===== src/rtl/cpu4_pkg.sv =====
package cpu4_pkg;

    // Operation field encoding (bits 7:6 of the instruction byte)
    typedef enum logic [1:0] {
        OP_LOAD  = 2'b00,
        OP_ADD   = 2'b01,
        OP_JUMP  = 2'b10,
        OP_STORE = 2'b11
    } opcode_e;

    typedef enum logic [1:0] {
        STEP1 = 2'd0,
        STEP2 = 2'd1,
        STEP3 = 2'd2,
        STEP4 = 2'd3
    } step_e;

    typedef enum logic {
        PH_EXEC  = 1'b0,
        PH_FETCH = 1'b1
    } phase_e;

    // Datapath control word for one step
    typedef struct packed {
        logic mar_from_pc;
        logic mar_from_ir;
        logic mbr_from_mem;
        logic mbr_from_ac;
        logic mem_wr;
        logic buf_en;
        logic sel_pc;
        logic carry_in;
        logic pc_from_buf;
        logic pc_from_ir;
        logic ir_from_mbr;
        logic ac_from_mbr;
        logic ac_from_buf;
    } ctl_s;

endpackage


===== src/rtl/cpu4_ctrl.sv =====
module cpu4_ctrl
    import cpu4_pkg::*;
#(
    parameter int NSTEP = 4
) (
    input  logic             clk,
    input  logic             rst,
    input  opcode_e          opcode,
    output step_e            step,
    output phase_e           phase,
    output logic [NSTEP-1:0] tick,
    output ctl_s             ctl
);
    localparam int NOPS = 4;

    step_e      step_nxt;
    phase_e     phase_nxt;
    logic [NOPS-1:0] op_hot;
    logic       is_l, is_a, is_j, is_s;

    // one-hot operation decoder
    for (genvar g = 0; g < NOPS; g++) begin : g_opdec
        assign op_hot[g] = (opcode == opcode_e'(g));
    end
    assign is_l = op_hot[OP_LOAD];
    assign is_a = op_hot[OP_ADD];
    assign is_j = op_hot[OP_JUMP];
    assign is_s = op_hot[OP_STORE];

    // one-hot step ticks
    for (genvar g = 0; g < NSTEP; g++) begin : g_tick
        assign tick[g] = (step == step_e'(g));
    end

    // state register
    always_ff @(posedge clk) begin
        if (rst) begin
            step  <= STEP1;
            phase <= PH_FETCH;
        end else begin
            step  <= step_nxt;
            phase <= phase_nxt;
        end
    end

    // next state: early return to STEP1 at each operation's last step
    always_comb begin
        step_nxt  = step_e'(step + 2'd1);
        phase_nxt = phase;
        unique case (phase)
            PH_FETCH: begin
                if (step == STEP3) begin
                    step_nxt  = STEP1;
                    phase_nxt = PH_EXEC;
                end
            end
            PH_EXEC: begin
                unique case (step)
                    STEP1: if (is_j) begin step_nxt = STEP1; phase_nxt = PH_FETCH; end
                    STEP2: if (is_s) begin step_nxt = STEP1; phase_nxt = PH_FETCH; end
                    STEP3: if (is_l) begin step_nxt = STEP1; phase_nxt = PH_FETCH; end
                    STEP4: begin step_nxt = STEP1; phase_nxt = PH_FETCH; end
                endcase
            end
        endcase
    end

    // control outputs
    always_comb begin
        ctl = '0;
        unique case (phase)
            PH_FETCH: begin
                unique case (step)
                    STEP1: ctl.mar_from_pc = 1'b1;
                    STEP2: begin
                        ctl.mbr_from_mem = 1'b1;
                        ctl.buf_en       = 1'b1;
                        ctl.sel_pc       = 1'b1;
                        ctl.carry_in     = 1'b1;
                    end
                    STEP3: begin
                        ctl.pc_from_buf = 1'b1;
                        ctl.ir_from_mbr = 1'b1;
                    end
                    STEP4: ctl = '0;
                endcase
            end
            PH_EXEC: begin
                unique case (step)
                    STEP1: begin
                        ctl.mar_from_ir = is_l | is_a | is_s;
                        ctl.mbr_from_ac = is_s;
                        ctl.pc_from_ir  = is_j;
                    end
                    STEP2: begin
                        ctl.mbr_from_mem = is_l | is_a;
                        ctl.mem_wr       = is_s;
                    end
                    STEP3: begin
                        ctl.ac_from_mbr = is_l;
                        ctl.buf_en      = is_a;
                    end
                    STEP4: ctl.ac_from_buf = is_a;
                endcase
            end
        endcase
    end

endmodule


===== src/rtl/cpu4_alu.sv =====
module cpu4_alu #(
    parameter int DW = 8
) (
    input  logic          clk,
    input  logic          rst,
    input  logic          en,
    input  logic          sel_pc,
    input  logic          carry_in,
    input  logic [DW-1:0] acc,
    input  logic [DW-1:0] pc,
    input  logic [DW-1:0] mbr,
    output logic [DW-1:0] sum_q
);
    logic [DW-1:0] opa, opb, sum;

    // accumulator operand is masked while the program counter is incremented
    assign opa = sel_pc ? '0 : acc;
    assign opb = sel_pc ? pc : mbr;
    assign sum = opa + opb + {{(DW-1){1'b0}}, carry_in};

    always_ff @(posedge clk) begin
        if (rst)     sum_q <= '0;
        else if (en) sum_q <= sum;
    end

endmodule


===== src/rtl/cpu4_mem.sv =====
module cpu4_mem #(
    parameter int DW = 8,
    parameter int AW = 6
) (
    input  logic          clk,
    input  logic          we,
    input  logic [AW-1:0] waddr,
    input  logic [DW-1:0] wdata,
    input  logic [AW-1:0] raddr,
    output logic [DW-1:0] rdata
);
    localparam int DEPTH = 1 << AW;

    logic [DW-1:0] cells [DEPTH];

    always_ff @(posedge clk) begin
        if (we) cells[waddr] <= wdata;
    end

    assign rdata = cells[raddr];

endmodule


===== src/rtl/acc_cpu4.sv =====
module acc_cpu4
    import cpu4_pkg::*;
#(
    parameter int DW = 8,
    parameter int AW = 6
) (
    input  logic          clk,
    input  logic          rst,
    input  logic          pre_we,
    input  logic [AW-1:0] pre_addr,
    input  logic [DW-1:0] pre_data,
    output logic [DW-1:0] pc_out,
    output logic [DW-1:0] ac_out
);
    localparam int OPW   = 2;
    localparam int NSTEP = 4;

    logic [DW-1:0]    pc_q, ir_q, mbr_q, ac_q, alu_q, rdata, wdata;
    logic [AW-1:0]    mar_q, waddr;
    logic [NSTEP-1:0] tick;
    logic             mem_we;
    step_e            step;
    phase_e           phase;
    ctl_s             ctl;
    opcode_e          op;
    logic [DW-1:0]    ir_target;

    assign op        = opcode_e'(ir_q[DW-1 -: OPW]);
    assign ir_target = {{(DW-AW){1'b0}}, ir_q[AW-1:0]};

    cpu4_ctrl #(.NSTEP(NSTEP)) u_ctrl (
        .clk    (clk),
        .rst    (rst),
        .opcode (op),
        .step   (step),
        .phase  (phase),
        .tick   (tick),
        .ctl    (ctl)
    );

    cpu4_alu #(.DW(DW)) u_alu (
        .clk      (clk),
        .rst      (rst),
        .en       (ctl.buf_en),
        .sel_pc   (ctl.sel_pc),
        .carry_in (ctl.carry_in),
        .acc      (ac_q),
        .pc       (pc_q),
        .mbr      (mbr_q),
        .sum_q    (alu_q)
    );

    // preload owns the write port only during reset
    assign mem_we = rst ? pre_we   : ctl.mem_wr;
    assign waddr  = rst ? pre_addr : mar_q;
    assign wdata  = rst ? pre_data : mbr_q;

    cpu4_mem #(.DW(DW), .AW(AW)) u_mem (
        .clk   (clk),
        .we    (mem_we),
        .waddr (waddr),
        .wdata (wdata),
        .raddr (mar_q),
        .rdata (rdata)
    );

    always_ff @(posedge clk) begin
        if (rst) begin
            pc_q  <= '0;
            ir_q  <= '0;
            mar_q <= '0;
            mbr_q <= '0;
            ac_q  <= '0;
        end else begin
            if (ctl.mar_from_pc)       mar_q <= pc_q[AW-1:0];
            else if (ctl.mar_from_ir)  mar_q <= ir_q[AW-1:0];
            if (ctl.mbr_from_mem)      mbr_q <= rdata;
            else if (ctl.mbr_from_ac)  mbr_q <= ac_q;
            if (ctl.pc_from_buf)       pc_q  <= alu_q;
            else if (ctl.pc_from_ir)   pc_q  <= ir_target;
            if (ctl.ir_from_mbr)       ir_q  <= mbr_q;
            if (ctl.ac_from_mbr)       ac_q  <= mbr_q;
            else if (ctl.ac_from_buf)  ac_q  <= alu_q;
        end
    end

    assign pc_out = pc_q;
    assign ac_out = ac_q;

endmodule


===== config.mk =====
export PLATFORM = sky130hd
export DESIGN_NAME = acc_cpu4
export DESIGN_NICKNAME = d
export VERILOG_FILES = /design/src/rtl/cpu4_pkg.sv /design/src/rtl/cpu4_ctrl.sv /design/src/rtl/cpu4_alu.sv /design/src/rtl/cpu4_mem.sv /design/src/rtl/acc_cpu4.sv
export SDC_FILE = /design/constraint.sdc
export NUM_CORES = 1
export LEC_CHECK = 0
export BUFFER_PORTS_ARGS = -buffer_cell sky130_fd_sc_hd__buf_2
export CORE_MARGIN = 2
export CORE_UTILIZATION = 49
export DETAILED_ROUTE_END_ITERATION = 10
export SLEW_MARGIN = 20
export SYNTH_ARGS = -nofsm -noshare
export SYNTH_HDL_FRONTEND = slang
export SYNTH_HIERARCHICAL = 1
export SYNTH_SLANG_ARGS = --single-unit

===== constraint.sdc =====
create_clock -name clk -period 5.7 [get_ports clk]
set_input_delay 0.285 -clock clk [delete_from_list [all_inputs] [get_ports clk]]
set_output_delay 0.285 -clock clk [all_outputs]
set_load 0.05 [all_outputs]

==> reports/results.txt <==
The flow ran to the end, and the final reports show no timing, DRC or antenna violations. The clock latency on the worst-skew pair is 600 ps. The cell count after synthesis came out at 1249. The cell class contributing the biggest share of worst-path delay is buffers and inverters.

The required arrival time at the worst endpoint came out at 6170 ps. Post-cts repair resize count: 0. The tools report the largest clock skew in the final design as 18.9 ps. The worst hold path begins at rst.

The tree is rooted in a sky130_fd_sc_hd__clkbuf_16. The switching part of the total power works out to 24.7%. The commonest cells after synthesis are sky130_fd_sc_hd__edfxtp_1 (512), sky130_fd_sc_hd__mux4_2 (126), sky130_fd_sc_hd__nor2_1 (104). The filler cells instantiated in the layout total 3627. The final clock period utilization by the worst path was 60.9%.

The tools report the sum of negative setup slack as 0 ps. On the worst path, the slowest cell contributes a delay of 710 ps. Signal routing reaches up to met4.

Setup repair after global routing left no endpoint under its margin. The die covers 48700 um2. The fraction of layout cells with a size suffix above 1 came out at 22.7%. VDD sags by at most 0.000269 V.

The number of antenna diodes in the final layout is 0. Sorting the synthesized cells by area gives the leading types as sky130_fd_sc_hd__edfxtp_1 (67%), sky130_fd_sc_hd__mux4_2 (12%), sky130_fd_sc_hd__dfxtp_1 (4.3%). The yosys synthesis warning count was 6; the total global routing track utilization was 22.5%. For the total number of H-tree levels, the log shows 2. In the post-synthesis netlist, the cell with the most instances is sky130_fd_sc_hd__edfxtp_1. The DRC violation count after routing is 0.

The number of iterations in the first detailed-routing pass is 5. Clock tree synthesis found a total of 561 sinks. The clock network is responsible for 37.8% of the overall power.

Register share of total power: 49.1%. Yosys mapped a number of flops with a built-in enable equal to 512. Clock tree synthesis inserted a total of 57 buffers.

The largest net degree at the start of global routing came out at 73. The run gives 79 as the number of rows in the core area. After detailed routing, the total wire length is 53.1 mm.

The starting DRC count in detailed routing is 1371. In this run the standard cell core region covers 46500 um2. The largest total area in the synthesized netlist belongs to sky130_fd_sc_hd__edfxtp_1. Counting flops with an async set or reset pin after synthesis yields a share of 0%. For the initial antenna violation count, the log shows 0.

The power density relative to cell area was 381 nW/um2. The count of hold-fix buffers inserted at cts was 0. The global placer's final weighted congestion is 0.845. After clock tree synthesis, the setup repair step added 0 buffers. The critical path starts at mar_q[0].

For this configuration, the core starts out at a cell density of 49.5%. The number of flip-flops and latches in the synthesized netlist was 561. The final period demand of the worst path came out at 3470 ps.

Detailed placement finished with a half-perimeter wire length of 32.6 mm. In this design, the critical path's most frequently occurring cell is sky130_fd_sc_hd__buf_4. The design draws 9.71 mW. The largest driver fanout on the critical path is 72.

Final routed wire length divided by cell count: 27.3 um. For this run, the leading register cell type out of synthesis is sky130_fd_sc_hd__edfxtp_1. The tools report the final setup violation count as 0. STA classifies the critical path endpoint as a flop.

In this run the horizontal extent of the chip is 221 um. The run gives 2150 ps as the pre-CTS setup slack. Traced cell by cell, the critical path runs through buf_12, buf_4, buf_4, mux4_2, mux2i_1, a21oi_1, o21ai_1, o41ai_1, nor2b_1, a211oi_1. The total grt overflow is 0. The internal portion of the total power is 7.31 mW. The analysis attributes to cell leakage a power of 7.88 nW. The tools report the post-synth net total as 1279. The fraction of synthesized cell area taken by the top area cell type works out to 66.9%. Static timing analysis puts the maximum clock frequency at 288 MHz.

The wire length on met2 was 26.2 mm; the layout overhead on the synthesized area was 10.9%. The global-route wire length before repair was 79.1 mm; the detailed-route via count was 11.8k. TritonCTS built the clock tree. The power dissipated by switching net loads came out at 2.40 mW. The logs give 11.8k for the number of global-route vias before repair and 23.3% for the worst-case headroom to the max-slew limit. The tools report the total met3 wirelength after detailed routing as 2.94 mm. The pin slew with the least headroom to its limit was 1150 ps; the final number of max-transition violations was 0.

The final net count was 1322; the number of failing hold endpoints at the final stage was 0. Area of the mapped netlist: 23000 um2. After detailed routing, the number of vias per cell comes to 6.04.

The die is 221 um tall. The worst setup path category was reg -> reg. In this run the critical register-to-register path is launched from mar_q[0]. The combinational cell fraction of total power was 13.1%; the total of max-cap violations was 0. On the critical path, the stage with the largest delay is an instance of sky130_fd_sc_hd__dfxtp_4.

The number of primary I/O pins came out at 33. Count of distinct cell types in the synthesized netlist: 64. For the residual antenna-violating net count after detailed routing, the log shows 0.

Sequential cells were found to cover 71.1% of the synthesized design area. The path class of the tightest hold or removal check is in -> reg. The logs give 22.7 mm for the detailed-routing wirelength on met1 and 2230 ps for the worst setup slack after layout. After clock tree synthesis, the clock-pin slew on the worst setup and hold paths is 60 ps. For the maximum count of clock buffers along a single path, the log shows 3.

Data on the critical path arrives at its endpoint at 3940 ps. In this run the tool buffered the top-level ports with 32 buffer cells. STA classifies the critical path startpoint as a flop. The mean instance size in the synthesized netlist was 18.4 um2; the buffering stage count on the worst path with inverters included was 3.
[power groups by stage]
stage | logic (mW) | clock network, mW | registers [mW]
6_report | 1.27 | 3.68 | 4.77
5_1_grt | 1.37 | 3.91 | 4.78
4_1_cts | 1.29 | 3.76 | 4.77
3_5_place_dp | 1.29 | 0 | 4.86
3_3_place_gp | 1.27 | 0 | 4.86
2_1_floorplan | 0.952 | 0 | 4.78
[stage by stage]
stage                     area (um2)  utilization (%)  hold WS (ps)  cells
after floorplan                23000                -           358   1249
after global placement         23700             50.9           487   1840
after detailed placement       23700             50.9           494   1840
after CTS                      25500             54.9           134   1945
after global routing           25500             54.9           161   1945
final                          25500             54.9           149   1945
[worst register-to-register path, delay by kind of cell (launching register included)]
kind,cells,cell delay (ps)
AO/OA/AOI/OAI,4,480
AND/OR/NAND/NOR,1,130
buffers and inverters,3,1340
multiplexers,2,700
flip-flops,1,710
[layout make-up]
cell class	count	area [um2]	area share, %
clock inverter	38	363	1.42
timing repair buffer	55	345	1.35
inverter	17	63.8	0.250
sequential	561	16400	64.2
tap	607	759	2.98
multi-input combinational	600	6130	24.0
clock buffer	67	1470	5.78
[final timing paths]
path | end | slack, ps | depth (start not counted)
worst max-delay path | mbr_q[5] | 2230 | 10
worst min-delay path | mbr_q[6] | 150 | 2
worst max register to register | mbr_q[5] | 2230 | 10
worst min register to register | pc_out[7] | 510 | 2
[registers in the layout, indices dropped and copies added, names as in the netlist]
register	cells
u_mem/cells	512
ac_out	8
ir_q	8
mbr_q	8
pc_out	8
u_alu/sum_q	8
mar_q	6
u_ctrl/step	2
u_ctrl/phase	1
[kinds of logic after synthesis]
logic type / synth area share, %
compound gates: 3.97
flops: 71.1
buf+inv: 2.23
fa+ha+maj: 0.773
simple gates: 5.11
mux: 16.7
xor+xnor: 0.0762
[layer usage]
layer	up-vias	track usage [%]
li1	5130	-
met3	78	3.31
met1	6199	31.9
met5	-	0
met4	0	6.44
met2	350	36.8
[layout by cell type, fill, tap and decap left out, types with 6 or more instances in the layout]
cell	instances
sky130_fd_sc_hd__clkbuf_1	9
sky130_fd_sc_hd__bufinv_16	7
sky130_fd_sc_hd__mux2_2	29
sky130_fd_sc_hd__buf_2	32
sky130_fd_sc_hd__a21oi_1	7
sky130_fd_sc_hd__o21ai_0	6
sky130_fd_sc_hd__o221ai_1	8
sky130_fd_sc_hd__o21a_1	7
sky130_fd_sc_hd__buf_4	22
sky130_fd_sc_hd__o22ai_1	8
sky130_fd_sc_hd__nor2_1	104
sky130_fd_sc_hd__clkbuf_16	57
sky130_fd_sc_hd__clkinv_2	9
sky130_fd_sc_hd__nor3_1	9
sky130_fd_sc_hd__clkinv_1	16
sky130_fd_sc_hd__nor2b_1	51
sky130_fd_sc_hd__nand2_1	29
sky130_fd_sc_hd__ha_1	11
sky130_fd_sc_hd__inv_1	15
sky130_fd_sc_hd__a211oi_1	38
sky130_fd_sc_hd__nand2b_1	11
sky130_fd_sc_hd__edfxtp_1	512
sky130_fd_sc_hd__dfxtp_1	45
sky130_fd_sc_hd__mux4_2	126
sky130_fd_sc_hd__nand3_1	15
sky130_fd_sc_hd__mux2i_1	63
sky130_fd_sc_hd__a221oi_1	6
Power figures use the tool's default switching activity.
